===== config.mk =====
export PLATFORM = sky130hd
export DESIGN_NAME = txh_slot_mux
export DESIGN_NICKNAME = d
export VERILOG_FILES = /design/src/rtl/txh_pkg.sv /design/src/rtl/txh_slot_counter.sv /design/src/rtl/txh_marker_table.sv /design/src/rtl/txh_out_stage.sv /design/src/rtl/txh_slot_mux.sv
export SDC_FILE = /design/constraint.sdc
export NUM_CORES = 1
export LEC_CHECK = 0
export BUFFER_PORTS_ARGS = -buffer_cell sky130_fd_sc_hd__buf_2
export CAP_MARGIN = 20
export CELL_PAD_IN_SITES_DETAIL_PLACEMENT = 1
export CELL_PAD_IN_SITES_GLOBAL_PLACEMENT = 1
export CORE_MARGIN = 2
export CORE_UTILIZATION = 45
export DETAILED_ROUTE_END_ITERATION = 10
export PLACE_DENSITY = 0.78
export SLEW_MARGIN = 40
export SYNTH_ARGS = -nofsm -noshare
export SYNTH_HDL_FRONTEND = slang
export SYNTH_SLANG_ARGS = --single-unit

===== constraint.sdc =====
create_clock -name clk -period 2.72 [get_ports clk]
set_input_delay 0.272 -clock clk [delete_from_list [all_inputs] [get_ports clk]]
set_output_delay 0.272 -clock clk [all_outputs]
set_load 0.005 [all_outputs]

===== src/rtl/txh_pkg.sv =====
package txh_pkg;

  typedef enum logic [1:0] {
    RATE_X1 = 2'd0,
    RATE_X2 = 2'd1,
    RATE_X4 = 2'd2,
    RATE_X8 = 2'd3
  } rate_e;

  // source choice for one merged bit
  function automatic logic pick_src(input logic en, input logic mark,
                                    input logic dat, input logic sig);
    return (en && mark) ? sig : dat;
  endfunction

endpackage


===== src/rtl/txh_slot_counter.sv =====
module txh_slot_counter #(
  parameter int NSLOT       = 32,
  parameter int SLOT_BITS   = 8,
  parameter int MAX_DIV_LOG = 3,
  parameter int CS_OFS_W    = 10,
  localparam int TS_W   = $clog2(NSLOT),
  localparam int BIT_W  = $clog2(SLOT_BITS),
  localparam int CNT_W  = BIT_W + MAX_DIV_LOG,
  localparam int RATE_W = $clog2(MAX_DIV_LOG + 1)
) (
  input  logic                clk,
  input  logic                rst,
  input  logic                sync_i,
  input  logic [RATE_W-1:0]   rate_i,
  input  logic [CS_OFS_W-1:0] cs_ofs_i,
  input  logic [TS_W-1:0]     ts_ofs_i,
  output logic [TS_W-1:0]     ts_o,
  output logic                sample_o,
  output logic                frame_start_o
);

  localparam logic [CNT_W-1:0] ONES = '1;

  logic [CNT_W-1:0] cs_q, cs_d, len_m1, div_mask;
  logic [TS_W-1:0]  ts_q, ts_d;

  // last clock position of a slot and clock-per-bit mask for this rate
  assign len_m1   = ONES >> (RATE_W'(MAX_DIV_LOG) - rate_i);
  assign div_mask = len_m1 >> BIT_W;

  always_comb begin
    cs_d = cs_q;
    ts_d = ts_q;
    if (sync_i) begin
      cs_d = CNT_W'(cs_ofs_i & CS_OFS_W'(len_m1));
      ts_d = ts_ofs_i;
    end else if (cs_q >= len_m1) begin
      cs_d = '0;
      ts_d = (ts_q == TS_W'(NSLOT - 1)) ? '0 : ts_q + 1'b1;
    end else begin
      cs_d = cs_q + 1'b1;
    end
  end

  always_ff @(posedge clk) begin
    if (rst) begin
      cs_q <= '0;
      ts_q <= '0;
    end else begin
      cs_q <= cs_d;
      ts_q <= ts_d;
    end
  end

  assign ts_o          = ts_q;
  assign sample_o      = (cs_q & div_mask) == '0;
  assign frame_start_o = (cs_d == '0) && (ts_d == '0);

  // sync presets the time slot from the offset
  p_sync_load_r2: assert property (@(posedge clk) disable iff (rst)
    sync_i |=> (ts_q == $past(ts_ofs_i)));

  // loaded clock position stays inside the slot
  p_cs_bound_r2: assert property (@(posedge clk) disable iff (rst)
    sync_i |=> (cs_q <= $past(len_m1)));

  // slot holds until its last clock position
  p_slot_hold_r3: assert property (@(posedge clk) disable iff (rst)
    (!sync_i && cs_q < len_m1) |=> $stable(ts_q));

  // slot steps by one (wrapping) at the end of a slot
  p_slot_step_r3: assert property (@(posedge clk) disable iff (rst)
    (!sync_i && cs_q == len_m1) |=> (ts_q == TS_W'($past(ts_q) + 1'b1)));

endmodule


===== src/rtl/txh_marker_table.sv =====
module txh_marker_table #(
  parameter int NSLOT = 32,
  localparam int NBYTE = NSLOT / 8,
  localparam int AW    = (NBYTE > 1) ? $clog2(NBYTE) : 1,
  localparam int TS_W  = $clog2(NSLOT)
) (
  input  logic            clk,
  input  logic            rst,
  input  logic            wr_i,
  input  logic [AW-1:0]   addr_i,
  input  logic [7:0]      data_i,
  input  logic            load_i,
  input  logic [TS_W-1:0] slot_i,
  output logic            mark_o
);

  logic [7:0]       shadow_q [NBYTE];
  logic [NSLOT-1:0] active_q;

  // shadow bytes take software writes at any time
  always_ff @(posedge clk) begin
    if (rst) begin
      for (int k = 0; k < NBYTE; k++) shadow_q[k] <= '0;
    end else if (wr_i) begin
      for (int k = 0; k < NBYTE; k++)
        if (addr_i == AW'(k)) shadow_q[k] <= data_i;
    end
  end

  // working table only changes on a frame boundary
  always_ff @(posedge clk) begin
    if (rst) begin
      active_q <= '0;
    end else if (load_i) begin
      for (int k = 0; k < NBYTE; k++) active_q[k*8 +: 8] <= shadow_q[k];
    end
  end

  assign mark_o = active_q[slot_i];

  // no change of the working table away from a frame boundary
  p_table_hold_r6: assert property (@(posedge clk) disable iff (rst)
    !load_i |=> $stable(active_q));

endmodule


===== src/rtl/txh_out_stage.sv =====
module txh_out_stage
  import txh_pkg::*;
#(
  parameter int TS_W = 5
) (
  input  logic            clk,
  input  logic            rst,
  input  logic            sample_i,
  input  logic [TS_W-1:0] slot_i,
  input  logic            en_i,
  input  logic            mark_i,
  input  logic            data_i,
  input  logic            sig_i,
  output logic            bit_o,
  output logic            vld_o,
  output logic [TS_W-1:0] slot_o,
  output logic            mark_o
);

  always_ff @(posedge clk) begin
    if (rst) begin
      bit_o  <= 1'b0;
      vld_o  <= 1'b0;
      slot_o <= '0;
      mark_o <= 1'b0;
    end else begin
      vld_o <= sample_i;
      if (sample_i) begin
        bit_o  <= pick_src(en_i, mark_i, data_i, sig_i);
        slot_o <= slot_i;
        mark_o <= en_i && mark_i;
      end
    end
  end

  // outputs hold between strobes
  p_hold_r7: assert property (@(posedge clk) disable iff (rst)
    !sample_i |=> ($stable(bit_o) && $stable(slot_o) && $stable(mark_o)));

endmodule


===== src/rtl/txh_slot_mux.sv =====
module txh_slot_mux
  import txh_pkg::*;
#(
  parameter int NSLOT       = 32,
  parameter int SLOT_BITS   = 8,
  parameter int MAX_DIV_LOG = 3,
  parameter int CS_OFS_W    = 10,
  localparam int TS_W   = $clog2(NSLOT),
  localparam int NBYTE  = NSLOT / 8,
  localparam int AW     = (NBYTE > 1) ? $clog2(NBYTE) : 1,
  localparam int RATE_W = $clog2(MAX_DIV_LOG + 1)
) (
  input  logic                clk,
  input  logic                rst,
  input  logic                sync_i,
  input  logic [RATE_W-1:0]   rate_i,
  input  logic [CS_OFS_W-1:0] cs_ofs_i,
  input  logic [TS_W-1:0]     ts_ofs_i,
  input  logic                mux_en_i,
  input  logic                mark_wr_i,
  input  logic [AW-1:0]       mark_addr_i,
  input  logic [7:0]          mark_data_i,
  input  logic                data_i,
  input  logic                sig_i,
  output logic                bit_o,
  output logic                bit_vld_o,
  output logic [TS_W-1:0]     slot_o,
  output logic                mark_o
);

  logic [TS_W-1:0] cur_slot;
  logic            sample, frame_start, slot_mark;

  txh_slot_counter #(
    .NSLOT(NSLOT), .SLOT_BITS(SLOT_BITS),
    .MAX_DIV_LOG(MAX_DIV_LOG), .CS_OFS_W(CS_OFS_W)
  ) u_cnt (
    .clk(clk), .rst(rst), .sync_i(sync_i), .rate_i(rate_i),
    .cs_ofs_i(cs_ofs_i), .ts_ofs_i(ts_ofs_i), .ts_o(cur_slot),
    .sample_o(sample), .frame_start_o(frame_start)
  );

  txh_marker_table #(.NSLOT(NSLOT)) u_tbl (
    .clk(clk), .rst(rst), .wr_i(mark_wr_i), .addr_i(mark_addr_i),
    .data_i(mark_data_i), .load_i(frame_start), .slot_i(cur_slot),
    .mark_o(slot_mark)
  );

  txh_out_stage #(.TS_W(TS_W)) u_out (
    .clk(clk), .rst(rst), .sample_i(sample), .slot_i(cur_slot),
    .en_i(mux_en_i), .mark_i(slot_mark), .data_i(data_i), .sig_i(sig_i),
    .bit_o(bit_o), .vld_o(bit_vld_o), .slot_o(slot_o), .mark_o(mark_o)
  );

  // at more than one clock per bit, strobes never come back to back
  p_vld_gap_r1: assert property (@(posedge clk) disable iff (rst)
    (bit_vld_o && rate_i != '0 && rate_i == $past(rate_i) && !$past(sync_i))
      |=> !bit_vld_o);

  // a marked bit comes from the signaling line
  p_mark_src_r4: assert property (@(posedge clk) disable iff (rst)
    (bit_vld_o && mark_o) |-> (bit_o == $past(sig_i)));

  // multiplexing off gives no marked bits
  p_mark_off_r5: assert property (@(posedge clk) disable iff (rst)
    !mux_en_i |=> (!bit_vld_o || !mark_o));

endmodule


==> run_results.csv, run 1 <==
group,metric,value,unit
cts,cts_sinks,83,
grt,grt_pass1_vias,2807,
finish,fillCellCount,950,
route,avgRoutedWirePerCell,16.81,um
pwr,p_leak,1.716,nW
route,first_pass_iters,4,
finish,antenna_cells,0,
sta,slew_headroom,0.5041,
critical_path,critical_path.slowest_cell,"dfxtp_1",
sta,setup_viol,0,
sta,slew_violations,0,
sta,min_period,2534,ps
route,via_count,2681,
cts,postCtsHoldBufs,0,
flow_run,maxCapViolations,0,
cts,clk_latency,360,ps
synth,async_flop_share,0,
die,die_w,98.84,um
synth,synth_edf_count,32,
critical_path,cp.required,2990,ps
placement,port_buffers,37,
synth,synthTopCellsByCount,"nand2b_1 (67), dfxtp_1 (51), mux2i_1 (41)",
finish,layout-drive-gt1-share,0.2060,
sta,hold_viol_final,0,
placement,postPlaceCellArea,0.004348,mm2
critical_path,crit_type,"reg -> reg",
grt,grt_usage,0.1881,
grt,grt_pass1_wl,14300,um
run_status,outcome,"finished, final reports clean",
synth,synth-seq-cells,83,
synth,synthesis.nets,395,
cts,cts_buffer_depth,2,
synth,synth_top_area_frac,0.2522,
finish,fin_area,0.004549,mm2
critical_path,worst_setup_path_end_kind,"register",
synth,seq_area_frac_synth,0.4896,
sta,whs,168.1,ps
critical_path,arrival,2810,ps
die,row_count,34,
die,pin_count,42,
synth,yosysMostFrequentCell,"nand2b_1",
grt,grt_overflow,0,
critical_path,crit_path_start_kind,"register",
cts,cts_tree,"done",
synth,synth_flop_cell,"dfxtp_1",
pwr,ir_drop,248.5,uV
placement,gp_congestion,0.8032,
route,viasPerCell,5.298,
synth,ys_types,47,
synth,syn_inst,355,
critical_path,cpMostUsedCell,"ha_1",
synth,synth_warnings,0,
sta,tightest_slew,738.2,ps
die,start_util,0.4641,
die,dieArea,0.009769,mm2
critical_path,crit_path_max_incr_delay,370,ps
sta,fin_setup_tns,0,ps
die,core_area,0.008721,mm2
min_path,hold_class,"in -> reg",
critical_path,crit_path_max_fanout,18,
synth,yosys-top-cells-area,"dfxtp_1 (25%), edfxtp_1 (24%), nand2b_1 (10%)",
cts,clk_pin_slew_worst_paths,90,ps
finish,syn2layout_area_growth,12.40,%
finish,num-nets-final,433,
cts,cts_max_level,3,
grt,grt_max_degree,88,
finish,multi_input_area,0.001943,mm2
finish,regArea,0.001983,mm2
route,drcViolationCount,0,
sta,worst_clock_skew,11.89,ps
sta,rsz0062_at_grt,"no",
placement,dp_hpwl,6067,um
cts,cts-root-buf,"clkbuf_8",
critical_path,worstPathCellList,"ha_1 > and3_1 > ha_1 > nor2_1 > a32o_1 > nor4_1 > and4_2 > buf_12 > mux2i_1",
route,wirelength,8508,um
die,die_h,98.84,um
pwr,power.total,2.471,mW
pwr,power_density,543.2,mW/mm2
grt,antenna_found_initial,0,
sta,max_freq,0.3947,GHz
synth,yosys.area.top_type,"dfxtp_1",
cts,cts_made_buffers,9,
sta,period_share,0.9315,
synth,syn_area_per_cell,11.40,um2
route,drt_iter0_markers,92,
route,ant_nets,0,
synth,syn-cell-area,0.004048,mm2
[final timing paths]
check / endpoint / from / cells after the start / slack [ps]
hold / removal: u_cnt.cs_q[0]$_SDFF_PP0_ / cs_ofs_i[0] / 3 / 170
setup / recovery: u_tbl.active_q[25]$_SDFFE_PP0P_ / u_cnt.ts_o[0]$_SDFF_PP0_ / 9 / 190
setup reg to reg: u_tbl.active_q[25]$_SDFFE_PP0P_ / u_cnt.ts_o[0]$_SDFF_PP0_ / 9 / 190
hold reg to reg: u_out.mark_o$_SDFFE_PP0P_ / u_out.mark_o$_SDFFE_PP0P_ / 2 / 460
[area by class of cell]
| class | count | share of cell area |
|---|---|---|
| flip-flops and latches | 83 | 0.4359 |
| multi-input cells | 246 | 0.4271 |
| repair buffers | 48 | 0.06436 |
| well taps | 108 | 0.02970 |
| clock buffers | 9 | 0.02723 |
| clock inverters | 7 | 0.01155 |
| inverters | 5 | 0.004125 |
[logic make-up after synthesis]
logic type / after synthesis / share of synthesized area
AO/OA/AOI/OAI: 26 / 0.05193
XOR/XNOR: 4 / 0.008654
adder cells (fa/ha/maj): 6 / 0.01855
buffers and inverters: 26 / 0.03462
flip-flops: 83 / 0.4896
multiplexers: 55 / 0.1728
AND/OR/NAND/NOR: 155 / 0.2238
[cell usage in the layout, fill, tap and decap left out, types with 2 or more instances in the layout]
cell	n
nor3_2	3
mux2i_1	41
a32o_1	2
mux2_2	4
clkbuf_8	9
nor4_1	2
nand2_1	7
inv_6	2
clkinvlp_4	3
mux4_1	8
nand3_1	7
buf_12	2
inv_1	5
buf_4	9
buf_2	37
dfxtp_1	50
a21oi_1	5
nor3_1	6
edfxtp_1	32
a31o_2	4
o21ai_0	4
xor2_1	4
and2_1	33
nand2b_1	67
nor2_1	16
nor3b_1	2
ha_1	6
nor2b_1	5
[per-stage QoR]
step             util  std cells  setup slack, ps
6_report       0.5217        506            186.2
5_1_grt        0.5217        506            12.92
4_1_cts        0.5188        505            22.99
3_5_place_dp   0.4986        489           -69.49
3_3_place_gp   0.4986        489            85.59
2_1_floorplan       -        355            237.9
[registers in the layout (all words and copies together) (netlist names)]
signal          cells
u_tbl.active_q     32
u_tbl.shadow_q     32
u_cnt.cs_q          6
u_cnt.ts_o          5
u_out.slot_o        5
u_out.bit_o         1
u_out.mark_o        1
u_out.vld_o         1
[where the power goes]
part / internal [mW] / switching (mW)
Clock: 0.336 / 0.479
Combinational: 0.126 / 0.144
Sequential: 1.35 / 0.0328
Total: 1.82 / 0.655
[routing by layer]
metal,part of all wire,up-vias,GRT usage
met2,0.48,43,0.3087
met5,0,-,0
li1,-,1331,-
met4,0.020,0,0.08114
met3,0.030,16,0.03191
met1,0.47,1291,0.2455
[worst max-delay path: cells and delay by family (launching register included)]
kind | cells | cell delay, ps
multiplexers | 1 | 260
flip-flops | 1 | 370
AO/OA/AOI/OAI | 1 | 280
AND/OR/NAND/NOR | 4 | 950
buffers and inverters | 1 | 200
adder cells (fa/ha/maj) | 2 | 380
[timing repair]
action | in CTS | in global routing
buffers inserted | 0 | 1
resized for setup | 0 | 2
setup endpoints to repair | 0 | 32
Power figures use the tool's default switching activity.
==> inputs of run 2 (changes only) <==
--- a/config.mk
+++ b/config.mk
@@ -12,7 +12,9 @@
 export CORE_MARGIN = 2
 export CORE_UTILIZATION = 45
 export DETAILED_ROUTE_END_ITERATION = 10
+export HOLD_SLACK_MARGIN = 0.02
 export PLACE_DENSITY = 0.78
+export RECOVER_POWER = 100
 export SLEW_MARGIN = 40
 export SYNTH_ARGS = -nofsm -noshare
 export SYNTH_HDL_FRONTEND = slang
==> run 2 against run 1 <==
Net effect: clock skew increased by 2.0 ps; cell count unchanged; critical path depth decreased by 3; sequential power about the same; fmax decreased by 0.62%; register-to-register slack got worse by 20 ps; non-clock buffer count unchanged; die area unchanged; worst setup slack got worse by 16 ps; via count increased by 1.2%; critical path type unchanged; critical endpoint is now u_out.bit_o$_SDFFE_PP0P_.
==> run_results.csv, run 2 (same netlist as run 1, synthesis figures left out) <==
group,metric,value,unit
critical_path,arrival,2750,ps
sta,slew_headroom,0.02211,
die,pin_count,42,
route,ant_nets,0,
die,dieArea,0.009769,mm2
min_path,hold_start,"cs_ofs_i[0]",
placement,gp_congestion,0.8032,
route,viasPerCell,5.362,
route,via_count,2713,
flow_run,maxCapViolations,0,
cts,cts_made_buffers,9,
critical_path,r2r_start,"u_cnt.ts_o[0]$_SDFF_PP0_",
critical_path,startpoint,"u_cnt.ts_o[0]$_SDFF_PP0_",
finish,fin_util,0.5176,
grt,antenna_found_initial,0,
route,first_pass_iters,4,
critical_path,crit_path_max_incr_delay,620,ps
critical_path,crit_path_start_kind,"register",
finish,num-nets-final,433,
finish,multi_input_area,0.001917,mm2
grt,grt_pass1_vias,2807,
sta,period_share,0.9374,
cts,cts_tree,"done",
placement,postPlaceCellArea,0.004348,mm2
grt,grt_pass1_wl,14300,um
sta,min_period,2550,ps
sta,max_freq,0.3922,GHz
finish,fin_area,0.004514,mm2
route,drcViolationCount,0,
finish,antenna_cells,0,
grt,grt_overflow,0,
sta,slew_violations,0,
pwr,ir_drop,251.6,uV
pwr,p_leak,1.666,nW
sta,setup_viol,0,
cts,cts_sinks,83,
placement,dp_hpwl,6067,um
finish,layout-drive-gt1-share,0.1784,
critical_path,critical_path.slowest_cell,"mux4_1",
critical_path,crit_type,"reg -> reg",
min_path,hold_class,"in -> reg",
cts,cts_buffer_depth,2,
die,start_util,0.4641,
finish,syn2layout_area_growth,11.53,%
critical_path,worstPathCellList,"clkbuf_2 > mux4_1 > mux2_2 > mux4_2 > a221oi_2 > nor3_2",
run_status,outcome,"finished, final reports clean",
finish,layout_commonest_cell,"nand2b_1",
pwr,power.total,2.470,mW
route,drt_iter0_markers,58,
grt,grt_usage,0.1881,
cts,cts_max_level,3,
finish,reg.largest.list,"u_tbl.active_q x32, u_tbl.shadow_q x32, u_cnt.cs_q x6",
cts,postCtsHoldBufs,0,
critical_path,crit_buf_inv,1,
route,wirelength,8551,um
critical_path,crit_path_max_fanout,7,
sta,fin_setup_tns,0,ps
die,die_w,98.84,um
finish,regArea,0.001983,mm2
die,row_count,34,
sta,hold_viol_final,0,
critical_path,critPathTopFamily,"multiplexers",
sta,worst_clock_skew,13.87,ps
sta,rsz0062_at_grt,"no",
cts,clk_latency,360,ps
route,avgRoutedWirePerCell,16.90,um
cts,cts-root-buf,"clkbuf_8",
placement,port_buffers,37,
grt,grt_max_degree,88,
finish,final_cell_mix,"nand2b_1 (67), dfxtp_1 (50), mux2i_1 (41)",
sta,tightest_slew,1451,ps
finish,fillCellCount,958,
pwr,power_density,547.2,mW/mm2
cts,clk_pin_slew_worst_paths,90,ps
critical_path,worst_setup_path_end_kind,"register",
die,die_h,98.84,um
critical_path,cp.required,2920,ps
die,core_area,0.008721,mm2
-- run 2: cell count changes in the layout (fill, tap and decap cells not counted), sizes merged --
cell    previous run  this run
buf               48        43
clkbuf             9        14
-- run 2: through the flow --
| step | hold slack, ps | std cells | setup slack (ps) |
|---|---|---|---|
| 6_report | 169.1 | 506 | 170.3 |
| 5_1_grt | 193.2 | 506 | 14.90 |
| 4_1_cts | 154.9 | 505 | 22.99 |
| 3_5_place_dp | 456.3 | 489 | -69.49 |
| 3_3_place_gp | 441.0 | 489 | 85.59 |
| 2_1_floorplan | 416.7 | 355 | 237.9 |
-- run 2: report_power, final --
| group | switching, mW | internal, mW | leakage, nW |
|---|---|---|---|
| Clock | 0.483 | 0.336 | 0.0799 |
| Combinational | 0.141 | 0.123 | 0.857 |
| Sequential | 0.0329 | 1.35 | 0.730 |
| Total | 0.657 | 1.81 | 1.67 |
-- run 2: area by class of cell --
type                       instances  share of cell area
tap                              108             0.02993
clock inverter                     7             0.01164
sequential                        83              0.4393
clock buffer                       9             0.02744
multi-input combinational        246              0.4246
timing repair buffer              48             0.06292
inverter                           5            0.004157
-- run 2: worst paths after layout --
kind	endpoint	slack, ps	cells past startpoint
worst max-delay path	u_out.bit_o$_SDFFE_PP0P_	170	6
worst max register to register	u_out.bit_o$_SDFFE_PP0P_	170	6
worst min-delay path	u_cnt.cs_q[0]$_SDFF_PP0_	170	3
worst min register to register	u_out.mark_o$_SDFFE_PP0P_	460	2
-- run 2: repair_timing --
action / in CTS / in global routing
buffers inserted: 0 / 1
resized for setup: 0 / 2
endpoints found under the setup margin: 0 / 32
-- run 2: worst reg2reg max path: cells and delay by family, from the launching register on --
kind,cells,cell delay (ps)
compound gates,1,270
buf+inv,1,270
flops,1,370
mux,3,1410
simple gates,1,70
-- run 2: routing by layer --
| metal | part of all wire | GRT usage |
|---|---|---|
| met1 | 0.47 | 0.2455 |
| met2 | 0.48 | 0.3087 |
| met3 | 0.028 | 0.03191 |
| met4 | 0.018 | 0.08114 |
| met5 | 0 | 0 |
==> inputs of run 3 (changes only) <==
==> constraint.sdc (replaced) <==
create_clock -name clk -period 3.1 [get_ports clk]
set_input_delay 0.31 -clock clk [delete_from_list [all_inputs] [get_ports clk]]
set_output_delay 0.31 -clock clk [all_outputs]
set_load 0.005 [all_outputs]
==> run 3 against run 2 <==
Net effect: fmax is 12% lower; combinational power shrank 19%; critical endpoint unchanged; cell area decreased by 0.42%; highest routed layer unchanged; power down 6.1%.
==> run_results.csv, run 3 (same netlist as run 1, synthesis figures left out) <==
group,metric,value,unit
run_status,outcome,"finished, final reports clean",
finish,antenna_cells,0,
placement,gp_congestion,0.7740,
route,ant_nets,0,
cts,postCtsHoldBufs,0,
route,drt_iter0_markers,104,
min_path,whs_path_depth,3,
sta,worst_clock_skew,15.04,ps
grt,grt_usage,0.1787,
grt,grt_overflow,0,
finish,layout-drive-gt1-share,0.1582,
cts,cts_max_level,3,
route,via_count,2654,
grt,antenna_found_initial,0,
grt,grt_pass1_vias,2737,
placement,dp_hpwl,5753,um
min_path,hold_class,"in -> reg",
finish,num-nets-final,427,
die,start_util,0.4641,
cts,cts_tree,"done",
route,drcViolationCount,0,
critical_path,worst_setup_path_end_kind,"register",
critical_path,crit_path_max_fanout,10,
min_path,hold_end,"u_cnt.cs_q[0]$_SDFF_PP0_",
cts,cts_sinks,83,
finish,reg.largest.list,"u_tbl.active_q x32, u_tbl.shadow_q x32, u_cnt.cs_q x6",
sta,slew_violations,0,
placement,port_buffers,37,
sta,slew_headroom,0.02957,
critical_path,rr_worst_depth,6,
critical_path,crit_path_start_kind,"register",
die,die_h,98.84,um
cts,postCtsSetupBuffers,0,
grt,grt_max_degree,88,
route,viasPerCell,5.308,
route,wirelength,8232,um
cts,cts_resized,0,
route,avgRoutedWirePerCell,16.46,um
finish,final_cell_mix,"nand2b_1 (67), dfxtp_1 (51), mux2i_1 (41)",
cts,cts_buffer_depth,2,
sta,hold_viol_final,0,
critical_path,cp.required,3290,ps
route,first_pass_iters,4,
finish,fillCellCount,941,
die,pin_count,42,
die,dieArea,0.009769,mm2
finish,multi_input_area,0.001911,mm2
grt,grt_pass1_wl,13670,um
pwr,p_leak,1.650,nW
cts,clk_latency,370,ps
cts,cts-root-buf,"clkbuf_8",
finish,fin_area,0.004496,mm2
die,core_area,0.008721,mm2
pwr,ir_drop,258.4,uV
critical_path,r2r_start,"u_cnt.ts_o[0]$_SDFF_PP0_",
sta,max_freq,0.3458,GHz
flow_run,maxCapViolations,0,
sta,fin_setup_tns,0,ps
min_path,hold_start,"cs_ofs_i[0]",
sta,rsz0062_at_grt,"no",
finish,syn2layout_area_growth,11.07,%
die,row_count,34,
critical_path,arrival,3080,ps
sta,min_period,2892,ps
finish,layout_commonest_cell,"nand2b_1",
critical_path,r2r_setup_slack,210,ps
sta,period_share,0.9330,
critical_path,startpoint,"u_cnt.ts_o[0]$_SDFF_PP0_",
cts,clk_pin_slew_worst_paths,90,ps
sta,tightest_slew,1440,ps
finish,regArea,0.001982,mm2
sta,setup_viol,0,
critical_path,crit_type,"reg -> reg",
critical_path,reg2reg_to,"u_out.bit_o$_SDFFE_PP0P_",
cts,cts_made_buffers,9,
pwr,power_density,516.1,mW/mm2
placement,postPlaceCellArea,0.004298,mm2
die,die_w,98.84,um
==> run 3: cell types whose count changed in the layout (fill, tap and decap cells not counted), sizes merged <==
cell,previous run,this run
clkbuf,14,15
buf,43,36
bufinv,0,2
clkinv,2,3
clkinvlp,3,1
inv,7,6
==> run 3: metrics by stage <==
step	hold WS (ps)	total power, mW	instances	utilization	setup WS [ps]
floorplan	443.9	1.392	355	-	579.9
global placement	440.7	1.460	484	0.4928	281.9
detailed placement	444.4	1.471	484	0.4928	140.5
CTS	184.9	2.347	500	0.5187	214.6
global route	216.2	2.414	500	0.5155	45.77
finish	197.2	2.320	500	0.5155	207.8
==> run 3: cell type report <==
| type | count | share of cell area |
|---|---|---|
| Sequential cell | 83 | 0.4409 |
| Multi-Input combinational cell | 246 | 0.4250 |
| Clock inverter | 7 | 0.02254 |
| Timing Repair Buffer | 42 | 0.04982 |
| Clock buffer | 9 | 0.02755 |
| Tap cell | 108 | 0.03006 |
| Inverter | 5 | 0.004175 |
==> run 3: worst max-delay path by stage <==
stage	end	depth (start not counted)
3_5_place_dp	u_tbl.active_q[10]$_SDFFE_PP0P_	11
2_1_floorplan	u_tbl.active_q[0]$_SDFFE_PP0P_	12
5_1_grt	u_tbl.active_q[20]$_SDFFE_PP0P_	9
6_report	u_out.bit_o$_SDFFE_PP0P_	6
4_1_cts	u_tbl.active_q[10]$_SDFFE_PP0P_	9
3_3_place_gp	u_tbl.active_q[5]$_SDFFE_PP0P_	11
==> run 3: critical path, stage by stage, from the launching register on <==
cell and delay [ps]:
dfxtp_1 670, clkbuf_1 310, mux4_1 610, mux2_2 280, mux4_2 510, a221oi_2 250
nor3_1 80
==> run 3: report_power, final <==
group	internal [mW]	switching, mW	total (mW)
Combinational	0.100	0.115	0.215
Clock	0.460	0.422	0.882
Sequential	1.19	0.0348	1.22
==> run 3: layer usage <==
layer / share of wire / up-vias / GRT usage
li1: - / 1318 / -
met1: 0.48 / 1276 / 0.2356
met2: 0.47 / 47 / 0.2890
met3: 0.029 / 13 / 0.03121
met4: 0.019 / 0 / 0.07903
met5: 0 / - / 0
